===== src/rtl/fastor_pkg.sv =====
package fastor_pkg;
  localparam int unsigned DEF_CH      = 8;
  localparam int unsigned DEF_STRETCH = 4;

  function automatic int unsigned cnt_bits(input int unsigned depth);
    return (depth < 2) ? 1 : $clog2(depth + 1);
  endfunction
endpackage


===== src/rtl/fastor_oneshot.sv =====
module fastor_oneshot #(
  parameter int unsigned STRETCH = fastor_pkg::DEF_STRETCH
) (
  input  logic clk,
  input  logic rst,
  input  logic hit_i,
  output logic pulse_o
);
  localparam int unsigned CW = fastor_pkg::cnt_bits(STRETCH);
  localparam logic [CW-1:0] RELOAD = CW'(STRETCH - 1);

  logic          hit_prev;
  logic [CW-1:0] cnt_q;
  logic          rise;

  assign rise = hit_i & ~hit_prev;

  always_ff @(posedge clk) begin
    if (rst) begin
      hit_prev <= 1'b0;
      cnt_q    <= '0;
      pulse_o  <= 1'b0;
    end else begin
      hit_prev <= hit_i;
      if (rise) begin
        cnt_q   <= RELOAD;
        pulse_o <= 1'b1;
      end else if (cnt_q != '0) begin
        cnt_q   <= cnt_q - 1'b1;
        pulse_o <= 1'b1;
      end else begin
        pulse_o <= hit_i;
      end
    end
  end

  // run-length tracker used only by the width property
  logic [CW-1:0] run_q;
  always_ff @(posedge clk) begin
    if (rst)                          run_q <= '0;
    else if (!pulse_o)                run_q <= '0;
    else if (run_q != CW'(STRETCH))   run_q <= run_q + 1'b1;
  end


  min_width_chk: assert property (@(posedge clk) disable iff (rst)
    $fell(pulse_o) |-> (run_q == CW'(STRETCH)));


  hold_while_hit_chk: assert property (@(posedge clk) disable iff (rst)
    hit_i |=> pulse_o);


  retrigger_chk: assert property (@(posedge clk) disable iff (rst)
    (hit_i && !hit_prev) |=> (pulse_o && cnt_q == RELOAD));
endmodule


===== src/rtl/fastor_mask_reg.sv =====
module fastor_mask_reg #(
  parameter int unsigned NUM_CH = fastor_pkg::DEF_CH
) (
  input  logic              clk,
  input  logic              rst,
  input  logic              wr_en,
  input  logic [NUM_CH-1:0] wr_data,
  output logic [NUM_CH-1:0] mask_o
);
  always_ff @(posedge clk) begin
    if (rst)        mask_o <= '1;
    else if (wr_en) mask_o <= wr_data;
  end


  mask_load_chk: assert property (@(posedge clk) disable iff (rst)
    wr_en |=> (mask_o == $past(wr_data)));


  mask_keep_chk: assert property (@(posedge clk) disable iff (rst)
    !wr_en |=> $stable(mask_o));
endmodule


===== src/rtl/fastor_combine.sv =====
module fastor_combine #(
  parameter int unsigned NUM_CH = fastor_pkg::DEF_CH
) (
  input  logic              clk,
  input  logic              rst,
  input  logic [NUM_CH-1:0] pulse_i,
  input  logic [NUM_CH-1:0] mask_i,
  input  logic              wor_mode_en,
  input  logic              cmd_data_i,
  output logic              fast_or_o,
  output logic              cmd_line_o,
  output logic              cmd_oe_o
);
  logic [NUM_CH-1:0] live;
  logic              any_live;

  genvar c;
  generate
    for (c = 0; c < NUM_CH; c++) begin : g_gate
      assign live[c] = pulse_i[c] & ~mask_i[c];
    end
  endgenerate

  assign any_live = |live;

  always_ff @(posedge clk) begin
    if (rst) begin
      fast_or_o  <= 1'b0;
      cmd_line_o <= 1'b0;
      cmd_oe_o   <= 1'b0;
    end else begin
      fast_or_o  <= any_live;
      cmd_line_o <= wor_mode_en ? any_live : cmd_data_i;
      cmd_oe_o   <= wor_mode_en;
    end
  end


  wor_drive_chk: assert property (@(posedge clk) disable iff (rst)
    wor_mode_en |=> (cmd_oe_o && (cmd_line_o == fast_or_o)));


  cmd_pass_chk: assert property (@(posedge clk) disable iff (rst)
    !wor_mode_en |=> (!cmd_oe_o && (cmd_line_o == $past(cmd_data_i))));
endmodule


===== src/rtl/fast_or_trigger.sv =====
module fast_or_trigger #(
  parameter int unsigned NUM_CH  = fastor_pkg::DEF_CH,
  parameter int unsigned STRETCH = fastor_pkg::DEF_STRETCH
) (
  input  logic              clk,
  input  logic              rst,
  input  logic [NUM_CH-1:0] hit_i,
  input  logic              mask_wr_en,
  input  logic [NUM_CH-1:0] mask_wr_data,
  input  logic              wor_mode_en,
  input  logic              cmd_data_i,
  output logic              fast_or_o,
  output logic              cmd_line_o,
  output logic              cmd_oe_o
);
  logic [NUM_CH-1:0] pulse;
  logic [NUM_CH-1:0] mask_q;

  genvar c;
  generate
    for (c = 0; c < NUM_CH; c++) begin : g_chan
      fastor_oneshot #(.STRETCH(STRETCH)) u_shot (
        .clk     (clk),
        .rst     (rst),
        .hit_i   (hit_i[c]),
        .pulse_o (pulse[c])
      );
    end
  endgenerate

  fastor_mask_reg #(.NUM_CH(NUM_CH)) u_mask (
    .clk     (clk),
    .rst     (rst),
    .wr_en   (mask_wr_en),
    .wr_data (mask_wr_data),
    .mask_o  (mask_q)
  );

  fastor_combine #(.NUM_CH(NUM_CH)) u_comb (
    .clk         (clk),
    .rst         (rst),
    .pulse_i     (pulse),
    .mask_i      (mask_q),
    .wor_mode_en (wor_mode_en),
    .cmd_data_i  (cmd_data_i),
    .fast_or_o   (fast_or_o),
    .cmd_line_o  (cmd_line_o),
    .cmd_oe_o    (cmd_oe_o)
  );


  idle_after_mask_all_chk: assert property (@(posedge clk) disable iff (rst)
    (mask_q == '1) |=> !fast_or_o);
endmodule


===== config.mk =====
export PLATFORM = sky130hd
export DESIGN_NAME = fast_or_trigger
export DESIGN_NICKNAME = d
export VERILOG_FILES = /design/src/rtl/fastor_pkg.sv /design/src/rtl/fastor_oneshot.sv /design/src/rtl/fastor_mask_reg.sv /design/src/rtl/fastor_combine.sv /design/src/rtl/fast_or_trigger.sv
export SDC_FILE = /design/constraint.sdc
export NUM_CORES = 1
export LEC_CHECK = 0
export BUFFER_PORTS_ARGS = -buffer_cell sky130_fd_sc_hd__buf_2
export CAP_MARGIN = 20
export CELL_PAD_IN_SITES_DETAIL_PLACEMENT = 1
export CELL_PAD_IN_SITES_GLOBAL_PLACEMENT = 1
export CORE_ASPECT_RATIO = 1.4
export CORE_MARGIN = 2
export CORE_UTILIZATION = 30
export CTS_CLUSTER_DIAMETER = 50
export DETAILED_ROUTE_END_ITERATION = 8
export PLACE_DENSITY_LB_ADDON = 0.1
export SYNTH_ARGS = -nofsm -noshare
export SYNTH_HDL_FRONTEND = slang
export SYNTH_SLANG_ARGS = --single-unit

===== constraint.sdc =====
create_clock -name clk -period 3.2 [get_ports clk]
set_clock_uncertainty 0.15 [all_clocks]
set_input_delay 0.48 -clock clk [delete_from_list [all_inputs] [get_ports clk]]
set_output_delay 0.48 -clock clk [all_outputs]
set_load 0.05 [all_outputs]

==> results of run 1 <==
[cell families (layout without fill, tap and decap cells)]
family / count (synthesis) / in the layout / synth area share, %
compound gates: 24 / 24 / 6.95
xor+xnor: 8 / 8 / 3.11
fa+ha+maj: 16 / 16 / 8.90
buf+inv: 25 / 51 / 4.50
flops: 51 / 51 / 45.4
mux: 20 / 20 / 10.8
simple gates: 76 / 76 / 20.4
[flip-flops by register name, summed over array words and instances, names as in the netlist]
register / flops
g_chan.u_shot.pulse_o: 8
g_chan.u_shot.cnt_q: 24
u_comb.cmd_oe_o: 1
g_chan.u_shot.hit_prev: 8
u_comb.fast_or_o: 1
u_comb.cmd_line_o: 1
u_mask.mask_o: 8
[worst paths after layout]
kind	end	slack [ps]	cells past startpoint
worst max register to register	g_chan[1].u_shot.cnt_q[1]	1780	5
worst max-delay path	fast_or_o	1690	1
worst min-delay path	u_mask.mask_o[7]	230	2
worst min register to register	u_mask.mask_o[6]	330	2
[final cells by class]
| class | instances | share of cell area, % |
|---|---|---|
| Clock buffer | 5 | 2.65 |
| Inverter | 19 | 2.74 |
| Clock inverter | 3 | 2.60 |
| Sequential cell | 51 | 39.3 |
| Tap cell | 97 | 4.67 |
| Multi-Input combinational cell | 144 | 43.4 |
| Timing Repair Buffer | 24 | 4.72 |
[routing by layer]
layer  global-route usage, %  vias up
met4                    4.97        0
met5                       0        -
met2                    18.3       21
li1                        -      754
met3                    3.14        5
met1                    11.8      666
[metrics by stage]
step | setup slack, ps | util [%] | hold WS (ps) | instance area (um2)
after floorplan | 1890 | - | 292 | 2250
after global placement | 1550 | 33.7 | 305 | 2460
after detailed placement | 1550 | 33.7 | 314 | 2460
after CTS | 1680 | 35.5 | 218 | 2600
after global routing | 1630 | 35.5 | 224 | 2600
final | 1690 | 35.5 | 232 | 2600
[synth_stat cells]
| library cell | instances | area, um2 |
|---|---|---|
| a2111oi_2 | 2 | 30.0 |
| a211o_1 | 2 | 17.5 |
| a21oi_1 | 17 | 85.1 |
| a311oi_1 | 1 | 8.76 |
| and3_1 | 2 | 12.5 |
| and3b_1 | 2 | 17.5 |
| buf_2 | 5 | 25.0 |
| clkbuf_2 | 1 | 5.00 |
| dfxtp_1 | 51 | 1020 |
| ha_1 | 16 | 200 |
| inv_1 | 19 | 71.3 |
| mux2_2 | 2 | 22.5 |
| mux2_4 | 8 | 120 |
| mux2i_1 | 10 | 100 |
| nand2_1 | 6 | 22.5 |
| nand2b_1 | 14 | 87.6 |
| nand2b_4 | 8 | 110 |
| nor2_1 | 27 | 101 |
| nor2b_1 | 17 | 106 |
| o211ai_1 | 2 | 15.0 |
| xnor2_1 | 8 | 70.1 |
[placed cells by master (no fill, tap or decap), drive strengths merged, types with 2 or more instances in the layout]
cell type / n
clkbuf: 5
o211ai: 2
buf: 24
a211o: 2
mux2i: 10
nor2: 27
inv: 19
a21oi: 17
nand2: 6
and3b: 2
dfxtp: 51
a2111oi: 2
mux2: 10
bufinv: 2
nor2b: 17
ha: 16
nand2b: 22
xnor2: 8
and3: 2
[power groups by stage]
stage | registers, mW | clock network [mW] | logic, mW
floorplan | 0.775 | 0 | 0.411
CTS | 0.755 | 0.553 | 0.510
finish | 0.753 | 0.529 | 0.497
global route | 0.764 | 0.575 | 0.571
global placement | 0.768 | 0 | 0.504
detailed placement | 0.769 | 0 | 0.506
==> impl_table.tex, run 1 <==
\begin{tabular}{lr}
\hline
Metric & Value \\
\hline
\multicolumn{2}{l}{\textbf{Clock network}} \\
\quad Post CTS Setup Buffer Count & 0 \\
\quad Number of buffers created by CTS & 5 \\
\quad Clk pin slew, worst setup/hold paths & 90 ps \\
\quad Clock Sink Count & 51 \\
\quad Library cell used as clock root buffer & clkbuf\_8 \\
\quad Maximum count of clock buffers along a single path & 2 \\
\quad CTS tree & yes \\
\quad H-Tree Depth & 2 \\
\quad Total of hold buffers inserted after clock tree synthesis & 0 \\
\quad Post-cts repair resize count & 0 \\
\quad Source-to-sink clock delay at the later pin of the worst-skew pair & 300 ps \\
\multicolumn{2}{l}{\textbf{Worst setup path}} \\
\quad Startpoint of the lowest-slack register-to-register path & g\_chan[1].u\_shot.cnt\_q[0] \\
\quad Crit-path max FO & 1 \\
\quad Setup Crit Path Kind & reg -> out \\
\quad Arrival time at the worst endpoint & 880 ps \\
\quad Number of buffer and inverter stages on the critical path & 1 \\
\quad Start point of the critical path & u\_comb.fast\_or\_o \\
\quad Gate family responsible for the most delay along the worst path & flip-flops \\
\quad Standard cell with the maximum stage delay on the critical path & dfxtp\_1 \\
\quad Req. time, crit path & 2570 ps \\
\quad CP endpoint kind & output pin \\
\quad CP peak stage delay & 320 ps \\
\quad Critical Path Source Type & flop \\
\quad CP Cell Sequence & buf\_2 \\
\multicolumn{2}{l}{\textbf{Placed design}} \\
\quad HPWL after detailed placement & 2830 um \\
\quad Number of port buffers & 23 \\
\quad Cell Count Post-Placement & 335 \\
\quad Final weighted congestion in routability-driven placement & 0.670 \\
\multicolumn{2}{l}{\textbf{Synthesis}} \\
\quad Post-synth net total & 257 \\
\quad Synthesized area & 2250 um2 \\
\quad Number of standard cells after synthesis & 220 \\
\quad Number of synthesized register bits & 51 \\
\quad Number of distinct library cells after synthesis & 21 \\
\quad Yosys warning count & 0 \\
\quad Portion of the post-synthesis area used by sequential elements & 45.4\% \\
\quad Synthesized area per cell & 10.2 um2 \\
\multicolumn{2}{l}{\textbf{Pwr}} \\
\quad Clock share of power & 29.7\% \\
\quad Peak supply drop & 0.224 mV \\
\quad Pwr/cell area & 685 nW/um2 \\
\quad Combinational cell fraction of total power & 27.9\% \\
\quad Net Sw Frac & 26.9\% \\
\quad Power dissipated by switching net loads & 479 uW \\
\quad Total power & 1.78 mW \\
\quad Cell leakage power & 1.17 nW \\
\quad Internal power consumption & 1.30 mW \\
\quad Part of the total power dissipated in sequential elements & 42.3\% \\
\multicolumn{2}{l}{\textbf{GRT}} \\
\quad Global-route wire length before repair & 6960 um \\
\quad Initial antenna violation count & 0 \\
\quad Via count of the first global-routing pass & 1553 \\
\quad Grt total ovfl & 0 \\
\quad Maximum number of pins on one net before global-route repair & 26 \\
\quad GRT Total Usage & 10.6\% \\
\multicolumn{2}{l}{\textbf{Finish}} \\
\quad Fillers & 879 \\
\quad Number of diodes added for antenna fixing & 0 \\
\quad Synth-to-Final Area Change & 15.6\% \\
\quad Share of layout cells above drive strength 1 & 21.1\% \\
\quad Final Instance Count excl. Fillers & 343 \\
\quad Nets@finish & 282 \\
\quad Area used by multi-input combinational logic & 1130 um2 \\
\quad Footprint of the flip-flops and latches & 1020 um2 \\
\multicolumn{2}{l}{\textbf{Drt}} \\
\quad WL/cell & 11.3 um \\
\quad Detailed router's first-iteration violation count & 54 \\
\quad Highest Signal Layer & met4 \\
\quad Detailed route wirelength on metal2 & 1840 um \\
\quad Length of routed met3 wiring & 163 um \\
\quad Number of remaining DRC errors & 0 \\
\quad Number of nets with antenna violations after detailed routing & 0 \\
\quad Detailed Route WL & 3880 um \\
\quad First-pass detailed-route iteration total & 4 \\
\quad Mean number of vias per cell & 4.22 \\
\quad Met1 wire length & 1810 um \\
\quad Via count & 1446 \\
\multicolumn{2}{l}{\textbf{STA}} \\
\quad Max Fclk & 664 MHz \\
\quad Final TNS setup & 0 ps \\
\quad Crit share post-route & 47.1\% \\
\quad Count of final setup violators & 0 \\
\quad Worst Tran Pin Value & 434 ps \\
\quad Unrepaired setup endpoints after global routing & false \\
\quad Number of max-slew violations in the final report & 0 \\
\quad Fin crit period & 1510 ps \\
\quad Final number of hold-violating endpoints & 0 \\
\quad Tightest slew margin relative to the limit & 71.1\% \\
\multicolumn{2}{l}{\textbf{Outcome}} \\
\quad Status & finished clean \\
\multicolumn{2}{l}{\textbf{Floorplanning}} \\
\quad Number of placement rows & 37 \\
\quad Width of the die & 77.2 um \\
\quad I/O pin count & 24 \\
\quad Die Footprint & 8220 um2 \\
\quad Core ar. & 7310 um2 \\
\quad Overall die height & 106 um \\
\quad Starting density of the core & 30.8\% \\
\multicolumn{2}{l}{\textbf{Worst hold path}} \\
\quad Worst Hold Launch & mask\_wr\_data[7] \\
\quad Hold crit path type & in -> reg \\
\multicolumn{2}{l}{\textbf{Run}} \\
\quad Count of maximum capacitance violations & 0 \\
\hline
\end{tabular}
No activity file was read; power rests on OpenSTA's default activity.
==> inputs of run 2 (changes only) <==
Clock period 3.2 ns to 1.25 ns, I/O delays scaled along.
==> impl_table.tex, run 2 (same netlist as run 1, synthesis figures left out) <==
\begin{tabular}{lr}
\hline
Metric & Value \\
\hline
\multicolumn{2}{l}{\textbf{Pwr}} \\
\quad Peak supply drop & 0.678 mV (+200\%) \\
\quad Part of the total power dissipated in sequential elements & 36.2\% (-6.1 points) \\
\quad Cell leakage power & 1.47 nW (+26\%) \\
\quad Net Sw Frac & 27.8\% (+0.85 points) \\
\quad Power dissipated by switching net loads & 1.52 mW (+220\%) \\
\quad Combinational cell fraction of total power & 38.9\% (+11 points) \\
\quad Pwr/cell area & 1610 nW/um2 (+140\%) \\
\quad Internal power consumption & 3.96 mW (+200\%) \\
\quad Clock share of power & 24.9\% (-4.8 points) \\
\quad Total power & 5.48 mW (+210\%) \\
\multicolumn{2}{l}{\textbf{Floorplanning}} \\
\quad Overall die height & 106 um (unchanged) \\
\quad I/O pin count & 24 (unchanged) \\
\quad Core ar. & 7310 um2 (unchanged) \\
\quad Starting density of the core & 30.8\% (unchanged) \\
\quad Number of placement rows & 37 (unchanged) \\
\quad Die Footprint & 8220 um2 (unchanged) \\
\quad Width of the die & 77.2 um (unchanged) \\
\multicolumn{2}{l}{\textbf{GRT}} \\
\quad Grt total ovfl & 0 (unchanged) \\
\quad Via count of the first global-routing pass & 1847 (+19\%) \\
\quad GRT Total Usage & 12.4\% (+1.8 points) \\
\quad Maximum number of pins on one net before global-route repair & 22 (-15\%) \\
\quad Global-route wire length before repair & 8190 um (+18\%) \\
\quad Initial antenna violation count & 0 (unchanged) \\
\multicolumn{2}{l}{\textbf{Drt}} \\
\quad Number of remaining DRC errors & 0 (unchanged) \\
\quad Number of nets with antenna violations after detailed routing & 0 (unchanged) \\
\quad Detailed router's first-iteration violation count & 25 (-54\%) \\
\quad Mean number of vias per cell & 4.31 (+2.2\%) \\
\quad First-pass detailed-route iteration total & 4 (unchanged) \\
\quad Via count & 1711 (+18\%) \\
\quad Detailed Route WL & 4720 um (+22\%) \\
\quad WL/cell & 11.9 um (+5.1\%) \\
\multicolumn{2}{l}{\textbf{Placed design}} \\
\quad Final weighted congestion in routability-driven placement & 0.696 (+3.9\%) \\
\quad Pre-CTS setup slack & -78.7 ps (-1630 ps) \\
\quad Cell Count Post-Placement & 364 (+8.7\%) \\
\quad Number of port buffers & 23 (unchanged) \\
\quad Instance area after placement & 2740 um2 (+11\%) \\
\quad HPWL after detailed placement & 3150 um (+11\%) \\
\multicolumn{2}{l}{\textbf{Worst setup path}} \\
\quad Start point of the critical path & g\_chan[5].u\_shot.cnt\_q[0] \\
\quad Req. time, crit path & 1340 ps (-1230 ps) \\
\quad CP endpoint kind & flop \\
\quad Number of buffer and inverter stages on the critical path & 1 (unchanged) \\
\quad CP Cell Sequence & inv\_4, ha\_4, nand2b\_4, mux2\_4, a21oi\_2 \\
\quad Arrival time at the worst endpoint & 1360 ps (+480 ps) \\
\quad Crit-path max FO & 3 (+2) \\
\quad Startpoint of the lowest-slack register-to-register path & g\_chan[5].u\_shot.cnt\_q[0] \\
\quad Standard cell with the maximum stage delay on the critical path & dfxtp\_2 \\
\quad Gate family responsible for the most delay along the worst path & flip-flops \\
\quad Setup Crit Path Kind & reg -> reg \\
\quad Critical Path Source Type & flop \\
\quad CP peak stage delay & 360 ps (+40 ps) \\
\multicolumn{2}{l}{\textbf{Run}} \\
\quad Count of maximum capacitance violations & 0 (unchanged) \\
\multicolumn{2}{l}{\textbf{Finish}} \\
\quad Fin area & 3400 um2 (+31\%) \\
\quad Most common library cell in the layout ignoring fill and taps & dfxtp\_1 \\
\quad Top register by number of flip-flops & g\_chan.u\_shot.cnt\_q \\
\quad Area used by multi-input combinational logic & 1400 um2 (+24\%) \\
\quad Final Instance Count excl. Fillers & 397 (+16\%) \\
\quad Footprint of the flip-flops and latches & 1040 um2 (+2.0\%) \\
\quad Most used cells in the layout excluding fill and tap cells & dfxtp\_1 (35), buf\_4 (32), nor2\_1 (25), buf\_2 (22), dlygate4sd3\_1 (17) \\
\quad Nets@finish & 336 (+19\%) \\
\quad Synth-to-Final Area Change & 50.9\% \\
\quad Number of diodes added for antenna fixing & 0 (unchanged) \\
\quad Fillers & 858 (-2.4\%) \\
\quad Flip-flop count of the largest register after layout & 24 (unchanged) \\
\quad Share of layout cells above drive strength 1 & 51.0\% (+30 points) \\
\multicolumn{2}{l}{\textbf{Outcome}} \\
\quad Status & finished, violations left \\
\quad Failing checks & negative setup slack \\
\multicolumn{2}{l}{\textbf{Worst hold path}} \\
\quad Worst Hold Launch & cmd\_data\_i \\
\quad Hold crit path type & in -> reg \\
\multicolumn{2}{l}{\textbf{Clock network}} \\
\quad Clock Sink Count & 51 (unchanged) \\
\quad Clk pin slew, worst setup/hold paths & 100 ps (about the same) \\
\quad H-Tree Depth & 2 (unchanged) \\
\quad Number of buffers created by CTS & 5 (unchanged) \\
\quad CTS tree & yes \\
\quad Maximum count of clock buffers along a single path & 2 (unchanged) \\
\quad Source-to-sink clock delay at the later pin of the worst-skew pair & 300 ps (about the same) \\
\quad Library cell used as clock root buffer & clkbuf\_8 \\
\multicolumn{2}{l}{\textbf{STA}} \\
\quad Unrepaired setup endpoints after global routing & true \\
\quad Fin crit period & 1270 ps \\
\quad Slack of the critical path & -17.4 ps (-1710 ps) \\
\quad Tightest slew margin relative to the limit & 80.2\% (+9.1 points) \\
\quad Count of final setup violators & 8 (+8) \\
\quad Final TNS setup & -58.1 ps (-58.1 ps) \\
\quad Crit share post-route & 101\% \\
\quad Max Fclk & 789 MHz \\
\quad Number of max-slew violations in the final report & 0 (unchanged) \\
\quad Final number of hold-violating endpoints & 0 (unchanged) \\
\quad Worst Tran Pin Value & 297 ps (-138 ps) \\
\hline
\end{tabular}
run 2: changes by cell type in the layout (fill, tap and decap cells not counted), moves of 4 or more:
cell | before | now
buf_4 | 1 | 32
dlygate4sd3_1 | 0 | 17
dfxtp_1 | 51 | 35
dfxtp_2 | 0 | 16
inv_1 | 19 | 3
ha_1 | 16 | 2
ha_4 | 0 | 12
inv_2 | 0 | 12
a21oi_1 | 17 | 9
a21oi_2 | 0 | 8
buf_6 | 0 | 4
inv_4 | 0 | 4
nor2b_1 | 17 | 13
run 2: power groups by stage:
stage / clock, mW / sequential (mW) / combinational (mW)
global placement: 0 / 1.97 / 1.61
CTS: 1.43 / 1.97 / 1.99
detailed placement: 0 / 1.98 / 1.64
finish: 1.36 / 1.98 / 2.13
global route: 1.49 / 2.01 / 2.36
floorplan: 0 / 2.00 / 1.08
run 2: repair_timing:
item,in CTS,in global routing
gates resized for setup,46,28
endpoints found under the hold margin,25,0
setup buffers,7,1
hold buffers,17,0
pin swaps,13,8
setup endpoints to repair,14,22
run 2: layout make-up:
class / instances / area share, %
multi-input combinational: 144 / 41.3
tap: 97 / 3.57
clock buffer: 5 / 2.03
clock inverter: 3 / 1.99
inverter: 19 / 2.39
timing repair buffer: 78 / 18.1
sequential: 51 / 30.7
run 2: stage by stage:
step / utilization (%) / hold WS, ps
finish: 46.4 / 14.8
global route: 46.4 / 31.7
CTS: 44.8 / 1.48
detailed placement: 37.4 / 249
global placement: 37.4 / 243
floorplan: - / 146
run 2: per-layer routing:
| layer | routed length [um] | track usage (%) |
|---|---|---|
| met5 | 0 | 0 |
| met2 | 2380 | 22.2 |
| met1 | 2130 | 14.5 |
| met4 | 66 | 4.21 |
| met3 | 146 | 2.63 |
run 2: worst reg2reg max path: cells and delay by family (launching register included):
kind	cells	cell delay, ps
buffers and inverters	1	50
adders and majority gates	1	160
and+or+nand+nor	1	80
AOI/OAI and AO/OA	1	100
muxes	1	300
DFF	1	360
run 2: path summary, 6_finish.rpt:
kind / to / slack (ps) / depth (start not counted)
min reg2reg: u_mask.mask_o[3] / 340 / 2
max reg2reg: g_chan[5].u_shot.cnt_q[1] / -20 / 5
min: u_comb.cmd_line_o / 10 / 3
max: g_chan[5].u_shot.cnt_q[1] / -20 / 5
